**src/rtl/cardseq_pkg.sv**
```systemverilog
package cardseq_pkg;
  typedef enum logic [1:0] {
    ST_IDLE   = 2'd0,
    ST_WAIT   = 2'd1,
    ST_EMIT   = 2'd2,
    ST_SETTLE = 2'd3
  } seq_state_e;
endpackage

```
**src/rtl/cs_phase_timer.sv**
```systemverilog
// Loadable down-counter that times the strobe and settle phases.
module cs_phase_timer #(
  parameter int W = 3
) (
  input  logic         clk,
  input  logic         rst,
  input  logic         load,
  input  logic [W-1:0] load_val,
  output logic         zero
);
  logic [W-1:0] cnt;

  always_ff @(posedge clk) begin
    if (rst)              cnt <= '0;
    else if (load)        cnt <= load_val;
    else if (cnt != '0)   cnt <= cnt - W'(1);
  end

  assign zero = (cnt == '0);
endmodule

```
**src/rtl/cs_watchdog.sv**
```systemverilog
// Counts waiting cycles and fires at the programmed limit (0 = off).
module cs_watchdog #(
  parameter int W = 16
) (
  input  logic         clk,
  input  logic         rst,
  input  logic         clear,
  input  logic         tick,
  input  logic [W-1:0] limit,
  output logic         fire
);
  logic [W-1:0] cnt;

  always_ff @(posedge clk) begin
    if (rst || clear) cnt <= '0;
    else if (tick)    cnt <= cnt + W'(1);
  end

  assign fire = tick && (limit != '0) && (cnt == limit - W'(1));
endmodule

```
**src/rtl/card_column_seq.sv**
```systemverilog
module card_column_seq
  import cardseq_pkg::*;
#(
  parameter int ROWS   = 12,
  parameter int COLS   = 80,
  parameter int EMIT_W = 4,
  parameter int SETTLE = 5,
  parameter int TMO_W  = 16
) (
  input  logic                      clk,
  input  logic                      rst,
  input  logic                      start,
  input  logic                      rdr_ready,
  input  logic [TMO_W-1:0]          timeout_limit,
  input  logic                      col_valid,
  input  logic [ROWS-1:0]           col_data,
  output logic                      col_ready,
  output logic [ROWS-1:0]           row_out,
  output logic                      emit_strobe,
  output logic [$clog2(COLS)-1:0]   col_index,
  output logic                      busy,
  output logic                      done,
  output logic                      error
);
  localparam int IDX_W  = $clog2(COLS);
  localparam int PH_MAX = (EMIT_W > SETTLE) ? EMIT_W : SETTLE;
  localparam int PH_W   = $clog2(PH_MAX + 1);
  localparam logic [PH_W-1:0]  EMIT_LD  = PH_W'(EMIT_W - 1);
  localparam logic [PH_W-1:0]  SETL_LD  = PH_W'(SETTLE - 1);
  localparam logic [IDX_W-1:0] LAST_COL = IDX_W'(COLS - 1);

  seq_state_e      state;
  logic            accept, abort, ph_zero, ph_load, wd_fire, wd_tick, wd_clear;
  logic [PH_W-1:0] ph_val;

  assign col_ready = (state == ST_WAIT) && rdr_ready;
  assign accept    = col_ready && col_valid;

  // Phase timer: loaded for the strobe on accept, for the settle window when the strobe ends.
  assign ph_load = accept || ((state == ST_EMIT) && ph_zero);
  assign ph_val  = accept ? EMIT_LD : SETL_LD;

  cs_phase_timer #(.W(PH_W)) u_phase (
    .clk(clk), .rst(rst), .load(ph_load), .load_val(ph_val), .zero(ph_zero)
  );

  // Watchdog advances only after the first column of the card has been taken.
  assign wd_clear = (state != ST_WAIT);
  assign wd_tick  = (state == ST_WAIT) && (col_index != '0) && !col_valid;

  cs_watchdog #(.W(TMO_W)) u_wdog (
    .clk(clk), .rst(rst), .clear(wd_clear), .tick(wd_tick),
    .limit(timeout_limit), .fire(wd_fire)
  );

  assign abort = (state != ST_IDLE) && (!rdr_ready || wd_fire);

  always_ff @(posedge clk) begin
    if (rst) begin
      state       <= ST_IDLE;
      row_out     <= '0;
      emit_strobe <= 1'b0;
      col_index   <= '0;
      busy        <= 1'b0;
      done        <= 1'b0;
      error       <= 1'b0;
    end else if (abort) begin
      state       <= ST_IDLE;
      row_out     <= '0;
      emit_strobe <= 1'b0;
      col_index   <= '0;
      busy        <= 1'b0;
      error       <= 1'b1;
    end else begin
      unique case (state)
        ST_IDLE: begin
          if (start && rdr_ready) begin
            state     <= ST_WAIT;
            busy      <= 1'b1;
            done      <= 1'b0;
            error     <= 1'b0;
            col_index <= '0;
          end
        end
        ST_WAIT: begin
          if (accept) begin
            row_out     <= col_data;
            emit_strobe <= 1'b1;
            state       <= ST_EMIT;
          end
        end
        ST_EMIT: begin
          if (ph_zero) begin
            emit_strobe <= 1'b0;
            state       <= ST_SETTLE;
          end
        end
        ST_SETTLE: begin
          if (ph_zero) begin
            if (col_index == LAST_COL) begin
              state     <= ST_IDLE;
              busy      <= 1'b0;
              done      <= 1'b1;
              row_out   <= '0;
              col_index <= '0;
            end else begin
              col_index <= col_index + IDX_W'(1);
              state     <= ST_WAIT;
            end
          end
        end
        default: state <= ST_IDLE;
      endcase
    end
  end
endmodule

```
**config.mk**
```make
export PLATFORM = sky130hd
export DESIGN_NAME = card_column_seq
export DESIGN_NICKNAME = d
export VERILOG_FILES = /design/src/rtl/cardseq_pkg.sv /design/src/rtl/cs_phase_timer.sv /design/src/rtl/cs_watchdog.sv /design/src/rtl/card_column_seq.sv
export SDC_FILE = /design/constraint.sdc
export NUM_CORES = 1
export LEC_CHECK = 0
export ABC_CLOCK_PERIOD_IN_PS = 2700
export BUFFER_PORTS_ARGS = -buffer_cell sky130_fd_sc_hd__buf_2
export CAP_MARGIN = 20
export CORE_MARGIN = 1.5
export CORE_UTILIZATION = 45
export DETAILED_ROUTE_END_ITERATION = 8
export PLACE_DENSITY = 0.67
export SETUP_SLACK_MARGIN = 0.1
export SYNTH_ARGS = -nofsm -noshare
export SYNTH_HDL_FRONTEND = slang
export SYNTH_SLANG_ARGS = --single-unit
```
**constraint.sdc**
```tcl
create_clock -name clk -period 2.7 [get_ports clk]
set_clock_uncertainty 0.1 [all_clocks]
set_input_delay 0.54 -clock clk [delete_from_list [all_inputs] [get_ports clk]]
set_output_delay 0.54 -clock clk [all_outputs]
set_load 0.02 [all_outputs]
```
==> results of run 1 <==
## cells in the mapped netlist, types with 2 or more instances
cell type	number
nand2_1	25
and3_1	5
a21oi_1	32
xor2_1	16
mux2_2	2
ha_1	11
o211ai_1	2
or4_1	3
clkbuf_1	13
a31oi_1	2
nor3b_1	17
inv_1	18
nor2_1	30
nor3_1	33
nand4_1	8
dfxtp_1	44
nand3_1	9
or3_1	5
nand2b_1	5
o2111a_1	2
o21ai_0	8
mux2i_1	2
nor2b_1	3
or2_2	4
o31ai_1	2
xnor2_1	16
buf_4	2
o31a_1	2
nor4_1	9
nand3b_1	3
## worst paths after layout
| kind | end | slack [ns] | depth (start not counted) |
|---|---|---|---|
| setup reg to reg | error$_SDFFE_PP0P_ | 0.27 | 8 |
| hold / removal | u_phase.cnt[1]$_SDFFE_PP0P_ | 0.33 | 2 |
| setup / recovery | error$_SDFFE_PP0P_ | 0.18 | 12 |
| hold reg to reg | row_out[2]$_SDFFE_PP0P_ | 0.42 | 2 |
## state kept, by name (all words and copies together) (netlist names), 2 cells and up
name,cells
state,2
u_phase.cnt,3
col_index,7
row_out,12
u_wdog.cnt,16
## cells by family (layout without fill, tap and decap cells)
logic type / Yosys count / count (layout) / synth area share
AO/OA/AOI/OAI: 65 / 65 / 0.158
XOR/XNOR: 32 / 32 / 0.0991
adder cells (fa/ha/maj): 11 / 11 / 0.0487
buffers and inverters: 34 / 114 / 0.0482
flip-flops: 44 / 44 / 0.312
multiplexers: 4 / 4 / 0.0150
AND/OR/NAND/NOR: 165 / 165 / 0.319
## where the power goes
part           total (uW)  switching (uW)  leakage (uW)  internal (uW)
clock network         427             218     0.0000455            209
registers             781            48.5      0.000356            732
logic                 918             546      0.000999            372
## what timing repair did
item / 4_1_cts / 5_1_grt
setup buffers: 0 / 1
gates resized for setup: 0 / 7
hold endpoints to repair: 0 / 0
endpoints found under the setup margin: 0 / 18
## metrics by stage
step	cells	worst slack, ns	util	area [um2]	hold WS [ns]
after floorplan	355	0.0617	-	2860	0.383
after global placement	501	-0.149	0.565	3380	0.401
after detailed placement	501	-0.163	0.565	3380	0.405
after CTS	509	0.162	0.580	3470	0.323
after global routing	510	0.0493	0.589	3530	0.324
final	510	0.181	0.589	3530	0.326
## routing by layer
layer / vias to the layer above / track usage / routed length, um
li1: 1422 / - / -
met1: 1298 / 0.260 / 3020
met2: 64 / 0.369 / 3390
met3: 14 / 0.0418 / 296
met4: 0 / 0.0915 / 183
met5: - / 0 / 0
## final cells by class
type	instances	area, um2
clock buffers	8	90.1
fillers	564	2460
inverters	18	67.6
multi-input cells	277	1870
flip-flops and latches	44	881
well taps	75	93.8
repair buffers	88	524
==> out/qor.csv, run 1 <==
metric,value,unit
outcome,"complete, no violations",
cpMostUsedCell,buf_4,
first_global_vias,2573,
final_common_cell,buf_2,
async_reset_ff_frac,0,
clk_latency,0.30,ns
period_share,0.933,
r2r_start,col_index[1]$_SDFFE_PP0P_,
grt_pass1_wl,11.3,mm
arrival,2.67,ns
drc,0,
min_from,rst,
syn-num-nets,399,
globalplace.congestion,0.868,
drt_iter0_markers,131,
grt_usage,0.215,
routed_wl,6.89,mm
ys.flop_type,dfxtp_1,
cts.htree.levels,2,
synth.distinct_cells,52,
cts_sinks,44,
required,2.85,ns
synth_top_area_frac,0.312,
synthCells,355,
place_hpwl,5.21,mm
max_stage_delay,0.45,ns
routedWlPerCell,13.5,um
avgSynthCellArea,7.97,um2
ios,57,
ant_nets,0,
powerDensity,602,mW/mm2
rows,28,
startpoint_type,input port,
cts_buffers,5,
ys_warn_count,0,
tritoncts,done,
dieArea,0.00677,mm2
nets,478,
holdBufCountCts,0,
critical-path-slowest-cell,a2111oi_4,
worstSetupPathType,input port to flip-flop,
fmax,0.397,GHz
hold_viol,0,
die_w,82.3,um
layout-drive-gt1-share,0.260,
viasPerCell,5.49,
cts_buffer_depth,2,
grt_max_degree,25,
die_y,82.3,um
report.final.slew_viol_count,0,
cpLargestDelayFamily,compound AO/OA/AOI/OAI gates,
synth_edf_count,0,
num_vias,2798,
power.leakage,0.00140,uW
gr-total-overflow,0,
synth_seq_cells,44,
areaGrowthSynthToFinish,24.8,%
cp-startpoint,timeout_limit[1],
cp_max_fo,7,
start_util,0.472,
antenna_found_initial,0,
port_buffers,56,
peakVddDrop,380,uV
drtPass1Iterations,5,
relSlewSlack,0.640,
finalSetupTns,0,ns
max_cap_viol_count,0,
syn-cell-area,0.00283,mm2
worstPathBufferInverterCount,5,
fin_total_pwr,2130,uW
mostFrequentLayoutCells,"buf_2, dfxtp_1, nor3_1",
ys_seq_area_frac,0.312,
n_antenna_cell,0,
hold_class,input port to flip-flop,
cts_root_buffer,clkbuf_8,
synth_area_leader_cell,dfxtp_1,
crit_chain,buf_2 > inv_1 > ha_4 > buf_4 > nand2b_1 > buf_4 > nor4_4 > nand3b_1 > o31a_1 > a2111oi_4 > buf_4 > o21a_1,
clk_pin_slew_worst_paths,0.08,ns
rsz0062_at_grt,no,
synth_area_leaders,"dfxtp_1, nor3_1, a21oi_1, xnor2_1, xor2_1",
max_slew.worst_pin.slew,0.538,ns
min_period,2.52,ns
end_kind,flip-flop,
core,0.00599,mm2
setup_viol,0,
Note: power is estimated with default switching activity, not from simulation.
==> run 2, diff against run 1 <==
- ABC_CLOCK_PERIOD_IN_PS: 2700 -> 2800
- PLACE_DENSITY: 0.67 -> 0.64
- clock period: 2.7 -> 2.8 ns (I/O delays scaled with it)
==> out/qor.csv, run 2 (same netlist as run 1, synthesis figures left out) <==
metric,value,unit
hold_class,input port to flip-flop,
cp_max_fo,3,
gr-total-overflow,0,
swShare,0.392,
cts.htree.levels,2,
rsz0062_at_grt,yes,
areaGrowthSynthToFinish,26.3,%
min_period,2.65,ns
power.leakage,0.00142,uW
critical-path-slowest-cell,a2111o_1,
die_w,82.3,um
cts_buffer_depth,2,
startpoint_type,input port,
nets,478,
fin_hold_ws,0.347,ns
max_stage_delay,0.46,ns
ios,57,
hold_viol,0,
outcome,"complete, no violations",
final_common_cell,buf_2,
setup_viol,0,
fin_total_pwr,2030,uW
report.final.slew_viol_count,0,
required,2.89,ns
n_antenna_cell,0,
peakVddDrop,475,uV
combPwrFrac,0.435,
grt_usage,0.210,
end_kind,flip-flop,
grt_pass1_wl,11.1,mm
reg_top3,"u_wdog.cnt (16), row_out (12), col_index (7)",
tritoncts,done,
clock_power_share,0.193,
top_register,u_wdog.cnt,
ant_nets,0,
antenna_found_initial,0,
dieArea,0.00677,mm2
worstSetupPathType,input port to flip-flop,
first_global_vias,2458,
seq_power_share,0.372,
drtPass1Iterations,4,
rows,28,
start_util,0.472,
fin_area,0.00357,mm2
max_slew.worst_pin.slew,0.585,ns
core,0.00599,mm2
cts_buffers,5,
largest_reg_flops,16,
port_buffers,56,
internal_power,1240,uW
p_sw,798,uW
powerDensity,569,mW/mm2
mostFrequentLayoutCells,"buf_2, dfxtp_1, nor3_1",
drt_iter0_markers,75,
cts_root_buffer,clkbuf_8,
fmax,0.377,GHz
relSlewSlack,0.607,
placed_area,0.00338,mm2
placed_cells,500,
final_cells,510,
globalplace.congestion,0.860,
max_cap_viol_count,0,
clk_latency,0.30,ns
holdBufCountCts,0,
drc,0,
place_hpwl,5.05,mm
reg2reg_slack,0.24,ns
period_share,0.946,
crit_chain,buf_8 > inv_4 > ha_4 > xnor2_2 > a2111oi_2 > o21ai_1 > a2111o_1 > a2111oi_4 > buf_6 > nor2_4 > o221a_1,
routed_wl,6.76,mm
die_y,82.3,um
clk_pin_slew_worst_paths,0.08,ns
routedWlPerCell,13.3,um
viasPerCell,5.46,
cts_sinks,44,
layout-drive-gt1-share,0.274,
grt_max_degree,25,
arrival,2.74,ns
num_vias,2785,
==> run 2: cell types whose count changed in the layout (fill, tap and decap cells not counted), moves of 2 or more <==
cell / change
buf_2: -2
buf_4: -2
clkbuf_1: -2
clkinv_2: +2
dfxtp_1: -2
dfxtp_2: +2
inv_4: +2
==> run 2: final cells by class <==
class | instances | area, um2
fillers | 555 | 2420
inverters | 18 | 72.6
flip-flops and latches | 44 | 883
multi-input cells | 277 | 1860
clock buffers | 5 | 68.8
repair buffers | 88 | 571
clock inverters | 3 | 18.8
well taps | 75 | 93.8
==> run 2: per-stage QoR <==
stage                     setup TNS, ns  setup WS, ns  utilization
final                                 0         0.150        0.596
after global routing                  0        0.0806        0.596
after floorplan                       0         0.107            -
after global placement            -2.07        -0.103        0.564
after detailed placement          -3.64        -0.173        0.564
after CTS                             0         0.150        0.579
==> run 2: power by group through the flow <==
stage | Sequential (uW) | Clock (uW) | Combinational [uW]
floorplan | 821 | 0 | 547
global placement | 765 | 0 | 842
detailed placement | 766 | 0 | 861
CTS | 753 | 409 | 863
global route | 765 | 432 | 993
finish | 757 | 393 | 884
==> run 2: final timing paths <==
kind	startpoint	end	cells after the start
min	rst	u_phase.cnt[1]$_SDFFE_PP0P_	2
max reg2reg	state[0]$_SDFFE_PP0P_	done$_SDFFE_PP0P_	9
min reg2reg	row_out[6]$_SDFFE_PP0P_	row_out[6]$_SDFFE_PP0P_	2
max	timeout_limit[1]	done$_SDFFE_PP0P_	11
==> run 2: critical path, delay by kind of cell <==
family | cells | cell delay, ns
AOI/OAI and AO/OA | 5 | 1.49
xor gates and xnor gates | 1 | 0.13
adders and majority gates | 1 | 0.20
buffers and inverters | 3 | 0.33
and+or+nand+nor | 1 | 0.03
==> run 2: routing by layer <==
layer  up-vias  part of all wire  GRT usage
met1      1276              0.46      0.268
met3        13             0.041     0.0330
met4         0             0.023     0.0763
li1       1429                 -          -
met2        67              0.47      0.356
met5         -                 0          0
==> run 2: what timing repair did <==
| item | CTS | global route |
|---|---|---|
| endpoints found under the setup margin | 0 | 24 |
| hold endpoints to repair | 0 | 0 |
| buffers inserted | 0 | 1 |
| gates resized for setup | 0 | 18 |
